==> src/rtl/pwmo_pkg.sv <==
package pwmo_pkg;
  localparam int NBRK = 2;

  typedef enum logic [1:0] {
    MODE_INDEP = 2'd0,
    MODE_COMPL = 2'd1,
    MODE_SYNC  = 2'd2,
    MODE_RSVD  = 2'd3
  } pair_mode_e;

  // derive the odd channel of a pair from the raw pair inputs
  function automatic logic odd_of_pair(input pair_mode_e m, input logic ev, input logic od);
    case (m)
      MODE_COMPL: return ~ev;
      MODE_SYNC:  return ev;
      default:    return od;
    endcase
  endfunction

  // brake b source: 0 -> own external input, 1 -> opposite comparator
  function automatic logic brake_source(input int b, input logic sel,
                                        input logic [NBRK-1:0] ext, input logic [NBRK-1:0] cmp);
    return sel ? cmp[NBRK-1-b] : ext[b];
  endfunction

  // final pin level for one channel
  function automatic logic pin_level(input logic wave, input logic inv, input logic brk,
                                     input logic lvl, input logic en);
    logic v;
    v = brk ? lvl : (wave ^ inv);
    return en & v;
  endfunction
endpackage

==> src/rtl/pwmo_pair_map.sv <==
module pwmo_pair_map
  import pwmo_pkg::*;
#(
  parameter int NCH = 6
) (
  input  logic [1:0]     mode_i,
  input  logic [NCH-1:0] raw_i,
  output logic [NCH-1:0] map_o,
  output logic           compl_o
);
  localparam int NPAIR = NCH / 2;
  pair_mode_e mode;

  assign mode    = pair_mode_e'(mode_i);
  assign compl_o = (mode == MODE_COMPL);

  for (genvar p = 0; p < NPAIR; p++) begin : g_pair
    assign map_o[2*p]   = raw_i[2*p];
    assign map_o[2*p+1] = odd_of_pair(mode, raw_i[2*p], raw_i[2*p+1]);
  end

  initial begin
    if (NCH % 2 != 0) $error("NCH must be even");
  end
endmodule

==> src/rtl/pwmo_deadband.sv <==
module pwmo_deadband #(
  parameter int DT_W = 8
) (
  input  logic            clk,
  input  logic            rst_n,
  input  logic            act_i,
  input  logic [DT_W-1:0] len_i,
  input  logic            in_i,
  output logic            q_o
);
  logic [DT_W-1:0] hi_cnt;
  logic            len_met;

  assign len_met = (hi_cnt >= len_i);

  always_ff @(posedge clk or negedge rst_n) begin
    if (!rst_n) begin
      hi_cnt <= '0;
      q_o    <= 1'b0;
    end else begin
      if (!in_i)        hi_cnt <= '0;
      else if (!len_met) hi_cnt <= hi_cnt + 1'b1;
      q_o <= act_i ? (in_i & len_met) : in_i;
    end
  end

  // a delayed rise requires the input to have been high at least two edges back
  AST_DT_RISE_LATE: assert property (@(posedge clk) disable iff (!rst_n)
    ($rose(q_o) && $past(act_i) && ($past(len_i) != '0)) |-> $past(in_i, 2))
    else $error("dead time rise too early");
endmodule

==> src/rtl/pwmo_brake.sv <==
module pwmo_brake
  import pwmo_pkg::*;
(
  input  logic            clk,
  input  logic            rst_n,
  input  logic [NBRK-1:0] ext_i,
  input  logic [NBRK-1:0] cmp_i,
  input  logic [NBRK-1:0] en_i,
  input  logic [NBRK-1:0] sel_i,
  input  logic [NBRK-1:0] clr_i,
  output logic [NBRK-1:0] trig_o,
  output logic [NBRK-1:0] flag_o,
  output logic            hit_o
);
  for (genvar b = 0; b < NBRK; b++) begin : g_brk
    assign trig_o[b] = en_i[b] & brake_source(b, sel_i[b], ext_i, cmp_i);

    always_ff @(posedge clk or negedge rst_n) begin
      if (!rst_n) flag_o[b] <= 1'b0;
      else        flag_o[b] <= (flag_o[b] & ~clr_i[b]) | trig_o[b];
    end

    AST_FLAG_SETS: assert property (@(posedge clk) disable iff (!rst_n)
      trig_o[b] |=> flag_o[b])
      else $error("brake flag not set");
    AST_FLAG_HOLDS: assert property (@(posedge clk) disable iff (!rst_n)
      (flag_o[b] && !clr_i[b]) |=> flag_o[b])
      else $error("brake flag dropped without clear");
  end

  assign hit_o = |(flag_o | trig_o);
endmodule

==> src/rtl/pwm_out_stage.sv <==
module pwm_out_stage
  import pwmo_pkg::*;
#(
  parameter int NCH  = 6,
  parameter int DT_W = 8,
  localparam int NPAIR = NCH / 2
) (
  input  logic                  clk,
  input  logic                  rst_n,
  input  logic [NCH-1:0]        raw_i,
  input  logic [1:0]            mode_i,
  input  logic [NPAIR-1:0]      dz_en_i,
  input  logic [NPAIR*DT_W-1:0] dz_len_i,
  input  logic [NCH-1:0]        inv_i,
  input  logic [NCH-1:0]        oen_i,
  input  logic [NBRK-1:0]       ext_i,
  input  logic [NBRK-1:0]       cmp_i,
  input  logic [NBRK-1:0]       brk_en_i,
  input  logic [NBRK-1:0]       brk_sel_i,
  input  logic [NCH-1:0]        brk_mask_i,
  input  logic [NCH-1:0]        brk_lvl_i,
  input  logic [NBRK-1:0]       brk_clr_i,
  input  logic [NBRK-1:0]       brk_ie_i,
  output logic [NCH-1:0]        pwm_o,
  output logic [NBRK-1:0]       brk_flag_o,
  output logic                  irq_o
);
  logic [NCH-1:0]  mapped;
  logic [NCH-1:0]  shaped;
  logic            is_compl;
  logic [NBRK-1:0] brk_trig;
  logic            brk_hit;

  pwmo_pair_map #(.NCH(NCH)) u_map (
    .mode_i (mode_i),
    .raw_i  (raw_i),
    .map_o  (mapped),
    .compl_o(is_compl)
  );

  for (genvar i = 0; i < NCH; i++) begin : g_ch
    pwmo_deadband #(.DT_W(DT_W)) u_db (
      .clk  (clk),
      .rst_n(rst_n),
      .act_i(is_compl & dz_en_i[i/2]),
      .len_i(dz_len_i[(i/2)*DT_W +: DT_W]),
      .in_i (mapped[i]),
      .q_o  (shaped[i])
    );

    always_ff @(posedge clk or negedge rst_n) begin
      if (!rst_n) pwm_o[i] <= 1'b0;
      else        pwm_o[i] <= pin_level(shaped[i], inv_i[i], brk_hit & brk_mask_i[i],
                                        brk_lvl_i[i], oen_i[i]);
    end

    AST_OEN_LOW: assert property (@(posedge clk) disable iff (!rst_n)
      !oen_i[i] |=> !pwm_o[i])
      else $error("disabled channel not low");
  end

  for (genvar p = 0; p < NPAIR; p++) begin : g_pchk
    AST_COMPL_EXCL: assert property (@(posedge clk) disable iff (!rst_n)
      $past(is_compl) |-> !(shaped[2*p] && shaped[2*p+1]))
      else $error("complementary pair both high");
  end

  pwmo_brake u_brk (
    .clk   (clk),
    .rst_n (rst_n),
    .ext_i (ext_i),
    .cmp_i (cmp_i),
    .en_i  (brk_en_i),
    .sel_i (brk_sel_i),
    .clr_i (brk_clr_i),
    .trig_o(brk_trig),
    .flag_o(brk_flag_o),
    .hit_o (brk_hit)
  );

  assign irq_o = |(brk_flag_o & brk_ie_i);

  AST_BRK_FORCES: assert property (@(posedge clk) disable iff (!rst_n)
    (|brk_trig) |=> ((pwm_o & brk_mask_i & ~brk_lvl_i) == '0 || $changed(brk_mask_i) || $changed(brk_lvl_i)))
    else $error("braked channel not at safe level");
endmodule

==> config.mk <==
export PLATFORM = sky130hd
export DESIGN_NAME = pwm_out_stage
export DESIGN_NICKNAME = d
export VERILOG_FILES = /design/src/rtl/pwmo_pkg.sv /design/src/rtl/pwmo_pair_map.sv /design/src/rtl/pwmo_deadband.sv /design/src/rtl/pwmo_brake.sv /design/src/rtl/pwm_out_stage.sv
export SDC_FILE = /design/constraint.sdc
export NUM_CORES = 1
export LEC_CHECK = 0
export BUFFER_PORTS_ARGS = -buffer_cell sky130_fd_sc_hd__buf_4
export CORE_MARGIN = 2
export CORE_UTILIZATION = 35
export CTS_CLUSTER_DIAMETER = 40
export DETAILED_ROUTE_END_ITERATION = 10
export SLEW_MARGIN = 10
export SYNTH_ARGS = -nofsm -noshare
export SYNTH_HDL_FRONTEND = slang
export SYNTH_SLANG_ARGS = --single-unit
==> constraint.sdc <==
create_clock -name clk -period 2.2 [get_ports clk]
set_clock_uncertainty 0.1 [all_clocks]
set_input_delay 0.33 -clock clk [delete_from_list [all_inputs] [get_ports clk]]
set_output_delay 0.33 -clock clk [all_outputs]
set_load 0.005 [all_outputs]
==> run summary <==
* yes — unrepaired setup endpoints after global routing
* 100% — Synth async-reset ratio
* 0 — antenna violations before repair
* 4 — DRT Pass-1 Iters
* 5500 um2 — Placed Area
* complete, no violations — status
* 0 — number of hold violations in the final report
* 4124 — via count of the first global-routing pass
* 3 — deepest level of the CTS H-tree
* 11.4 mm — Post-Route WL
* flip-flop — Worst Setup Start Kind
* 81 — Buffers on Ports
* 0.873 — routability congestion estimate from global placement
* 9 — total clock buffers created by CTS
* 0 — Post-CTS Hold Fix Bufs
* 51.2% — Final Core Density
* 45.0% — headroom to the max-slew limit
* sky130_fd_sc_hd__or4_4 — critical-path cell with the highest stage delay
* sky130_fd_sc_hd__clkbuf_16 — clk root buf
* 127 — violation count after the first detailed-route iteration
* 13200 um2 — Total Die Area
* 62 — register bit total from synthesis
* 2 — maximum clock path buffer count
* 0.825 ns — Worst-Margin Slew
* 0 — DRC Markers
* 4031 — via count
* 6 — critical path fanouts, max
* 0 — n_diodes
* built — TritonCTS clock tree
* 40 — placement row count
* 1 — Crit path buffers/inverters
* 0 ns — total negative slack
* 14.7 um — post-DR wirelength/cell
* 0 — GR Overflow Total
* 17.6% — total global routing track utilization
* 43.0% — Syn-to-layout area delta
* 0 — number of warnings reported in the yosys synthesis log
* 9.08 um2 — average cell area after synthesis
* 0.05 ns — clock transition at the registers of the reported paths
* flip-flop to flip-flop — type of the worst setup path
* 2.19 ns — time the final worst path needs with I/O delays and setup
* 18.5 mm — global-route wire length before repair
* 0 — DRT antenna net count
* 8.58 mm — detailed placer's ending HPWL
* 3.05 nW — leakage
* flip-flop — endpoint kind of the worst setup timing path
* 12000 um2 — Core Footprint
* 0 — final slew viol count
* 2.36 ns — critical path required time
* 62 — clock sink count
* 0.54 ns — Crit path largest cell delay
* 0 — EDFF count, synth
* input pin to asynchronous set/reset pin — Worst Hold Class
* ha_2, or4_4, a21oi_4, o31ai_4, buf_6, or3_4, a21boi_2 — chain of cells forming the critical path
* 526 nW/um2 — total power density per cell area
* 36.1% — share of synthesized area occupied by flip-flops and latches
* 5.19 — via count normalized by instance count
* 457 MHz — upper clock frequency limit
* 63 — pin count of the biggest net entering global routing
* 4300 um2 — Post-Syn Area
* 0.32 ns — clock latency on the worst-skew pair
* 329 uV — VDD IR-drop max
* 35.8% — starting density of the core
* 6150 um2 — post-route design area
* 34.6% — fraction of final layout cells with drive strength greater than 1
* 756 — number of nets at the end of the flow
* 99.5% — final worst path period share
* 0 — endpoints failing setup
* 603 — Net Count, Synth
* 474 — Synth Instances
* 115 um — die outline width
* 115 um — die outline height
* 82 — number of I/O pins
* 0 — maximum capacitance violations
* 45 — Synth cell types
* sky130_fd_sc_hd__dfrtp_1 — leading register cell type out of synthesis
* simple AND/OR/NAND/NOR gates — largest delay contributor family on the critical path
* 2.35 ns — crit path DAT
cell usage after synthesis, types with 2 or more instances:
cell                       instances  area share [%]
sky130_fd_sc_hd__xnor2_1           6             1.2
sky130_fd_sc_hd__nand4_1           6            0.87
sky130_fd_sc_hd__clkbuf_1          5            0.44
sky130_fd_sc_hd__nand2_1          50             4.4
sky130_fd_sc_hd__inv_1            40             3.5
sky130_fd_sc_hd__mux2i_1          14             3.3
sky130_fd_sc_hd__o211a_1           2            0.47
sky130_fd_sc_hd__and3_1            3            0.44
sky130_fd_sc_hd__a21oi_1          28             3.3
sky130_fd_sc_hd__o311ai_1          4            0.81
sky130_fd_sc_hd__dfrtp_1          62              36
sky130_fd_sc_hd__o211ai_1          2            0.35
sky130_fd_sc_hd__a21boi_1          5            0.87
sky130_fd_sc_hd__nor3b_2           2            0.58
sky130_fd_sc_hd__a21o_1            5            0.87
sky130_fd_sc_hd__a31oi_1           3            0.44
sky130_fd_sc_hd__nor3_1            5            0.58
sky130_fd_sc_hd__nand3_1          28             3.3
sky130_fd_sc_hd__and2_1            4            0.58
sky130_fd_sc_hd__o21ai_0          30             3.5
sky130_fd_sc_hd__ha_1             56              16
sky130_fd_sc_hd__o31ai_1           8             1.4
sky130_fd_sc_hd__o22ai_1           2            0.29
sky130_fd_sc_hd__a21oi_2           2            0.41
sky130_fd_sc_hd__mux2_1            2            0.52
sky130_fd_sc_hd__a211oi_1          5            0.87
sky130_fd_sc_hd__nand2b_1         10             1.5
sky130_fd_sc_hd__xor2_1            6             1.2
sky130_fd_sc_hd__or4_1            13             2.3
sky130_fd_sc_hd__nor2b_1           6            0.87
sky130_fd_sc_hd__o21a_1            6             1.0
sky130_fd_sc_hd__or3_1            24             3.5
sky130_fd_sc_hd__nor2_1           18             1.6
layout by cell type, fill, tap and decap left out, types with 4 or more instances in the layout:
| master | n |
|---|---|
| sky130_fd_sc_hd__nor2_1 | 18 |
| sky130_fd_sc_hd__a21oi_1 | 16 |
| sky130_fd_sc_hd__ha_1 | 46 |
| sky130_fd_sc_hd__o21a_1 | 6 |
| sky130_fd_sc_hd__or4_4 | 8 |
| sky130_fd_sc_hd__nand2_1 | 50 |
| sky130_fd_sc_hd__xor2_1 | 6 |
| sky130_fd_sc_hd__a21o_1 | 5 |
| sky130_fd_sc_hd__and2_1 | 4 |
| sky130_fd_sc_hd__xnor2_1 | 6 |
| sky130_fd_sc_hd__o21ai_0 | 27 |
| sky130_fd_sc_hd__ha_2 | 9 |
| sky130_fd_sc_hd__o31ai_1 | 5 |
| sky130_fd_sc_hd__buf_4 | 145 |
| sky130_fd_sc_hd__inv_1 | 40 |
| sky130_fd_sc_hd__or3_1 | 21 |
| sky130_fd_sc_hd__or4_1 | 6 |
| sky130_fd_sc_hd__nand2b_1 | 10 |
| sky130_fd_sc_hd__nand4_1 | 6 |
| sky130_fd_sc_hd__a21oi_2 | 9 |
| sky130_fd_sc_hd__o21ai_1 | 4 |
| sky130_fd_sc_hd__clkbuf_16 | 9 |
| sky130_fd_sc_hd__dfrtp_1 | 61 |
| sky130_fd_sc_hd__nand3_1 | 28 |
| sky130_fd_sc_hd__mux2i_1 | 14 |
| sky130_fd_sc_hd__nor2b_1 | 6 |
| sky130_fd_sc_hd__a21oi_4 | 6 |
| sky130_fd_sc_hd__a21boi_1 | 4 |
final timing paths:
| check | from | end | slack, ns | cells past startpoint |
|---|---|---|---|---|
| hold / removal | rst_n | g_ch[5].u_db.hi_cnt[5] | 0.0004 | 1 |
| setup / recovery | g_ch[0].u_db.hi_cnt[1] | g_ch[0].u_db.hi_cnt[6] | 0.01 | 7 |
| min in group clk | brk_clr_i[0] | u_brk.flag_o[0] | 0.10 | 2 |
| hold reg to reg | g_ch[3].u_db.q_o | pwm_o[3] | 0.46 | 3 |
| setup reg to reg | g_ch[0].u_db.hi_cnt[1] | g_ch[0].u_db.hi_cnt[6] | 0.01 | 7 |
| max in group asynchronous | rst_n | g_ch[5].u_db.hi_cnt[1] | 1.43 | 1 |
registers in the layout (all words and copies together), names as in the netlist:
signal            count
u_brk.flag_o          2
g_ch.u_db.hi_cnt     48
g_ch.u_db.q_o         6
pwm_o                 6
stage by stage:
| stage | hold slack (ns) | worst slack, ns | cells | total power [W] |
|---|---|---|---|---|
| after floorplan | -0.0656 | 0.00912 | 474 | 0.00154 |
| final | 0.000361 | 0.0102 | 777 | 0.00324 |
| after detailed placement | 0.386 | -0.273 | 753 | 0.00186 |
| after CTS | 0.0348 | -0.0397 | 771 | 0.00323 |
| after global routing | 0.0751 | -0.0665 | 777 | 0.00342 |
| after global placement | 0.388 | -0.181 | 753 | 0.00184 |
kinds of logic (layout without fill, tap and decap cells):
kind of cell / count (synthesis) / count (layout) / synth area share (%)
and+or+nand+nor: 172 / 172 / 21.0
AOI/OAI and AO/OA: 110 / 111 / 16.4
DFF: 62 / 62 / 36.1
adders and majority gates: 56 / 56 / 16.3
buffers and inverters: 46 / 201 / 4.04
muxes: 16 / 16 / 3.78
xor gates and xnor gates: 12 / 12 / 2.44
worst reg2reg max path, delay by kind of cell, from the launching register on:
| family | cells | cell delay, ns |
|---|---|---|
| DFF | 1 | 0.40 |
| AOI/OAI and AO/OA | 3 | 0.40 |
| buffers and inverters | 1 | 0.16 |
| and+or+nand+nor | 2 | 0.90 |
| adders and majority gates | 1 | 0.17 |
report_power, final:
| group | switching [W] | internal (W) |
|---|---|---|
| clock network | 0.000466 | 0.000838 |
| logic | 0.000343 | 0.000350 |
| registers | 0.0000401 | 0.00120 |
| total | 0.000848 | 0.00239 |
repair_timing:
| item | in CTS | in global routing |
|---|---|---|
| endpoints found under the setup margin | 22 | 37 |
| endpoints found under the hold margin | 0 | 0 |
| gates cloned | 0 | 1 |
| setup buffers | 4 | 6 |
| pin swaps | 18 | 16 |
| resized for setup | 19 | 45 |
per-layer routing:
layer | wire length (um) | vias up | global-route usage (%)
met5 | 0 | - | 0
met4 | 216 | 0 | 6.91
met3 | 511 | 16 | 3.80
met2 | 5710 | 81 | 30.9
met1 | 4980 | 1901 | 20.8
li1 | - | 2033 | -
area by class of cell:
cell class	instances	area [um2]
clock buffers	13	270
clock inverters	1	5.00
fillers	1124	5860
inverters	40	150
multi-input cells	367	2880
flip-flops and latches	62	1550
well taps	147	184
repair buffers	147	1110
No activity file was read; power rests on OpenSTA's default activity.
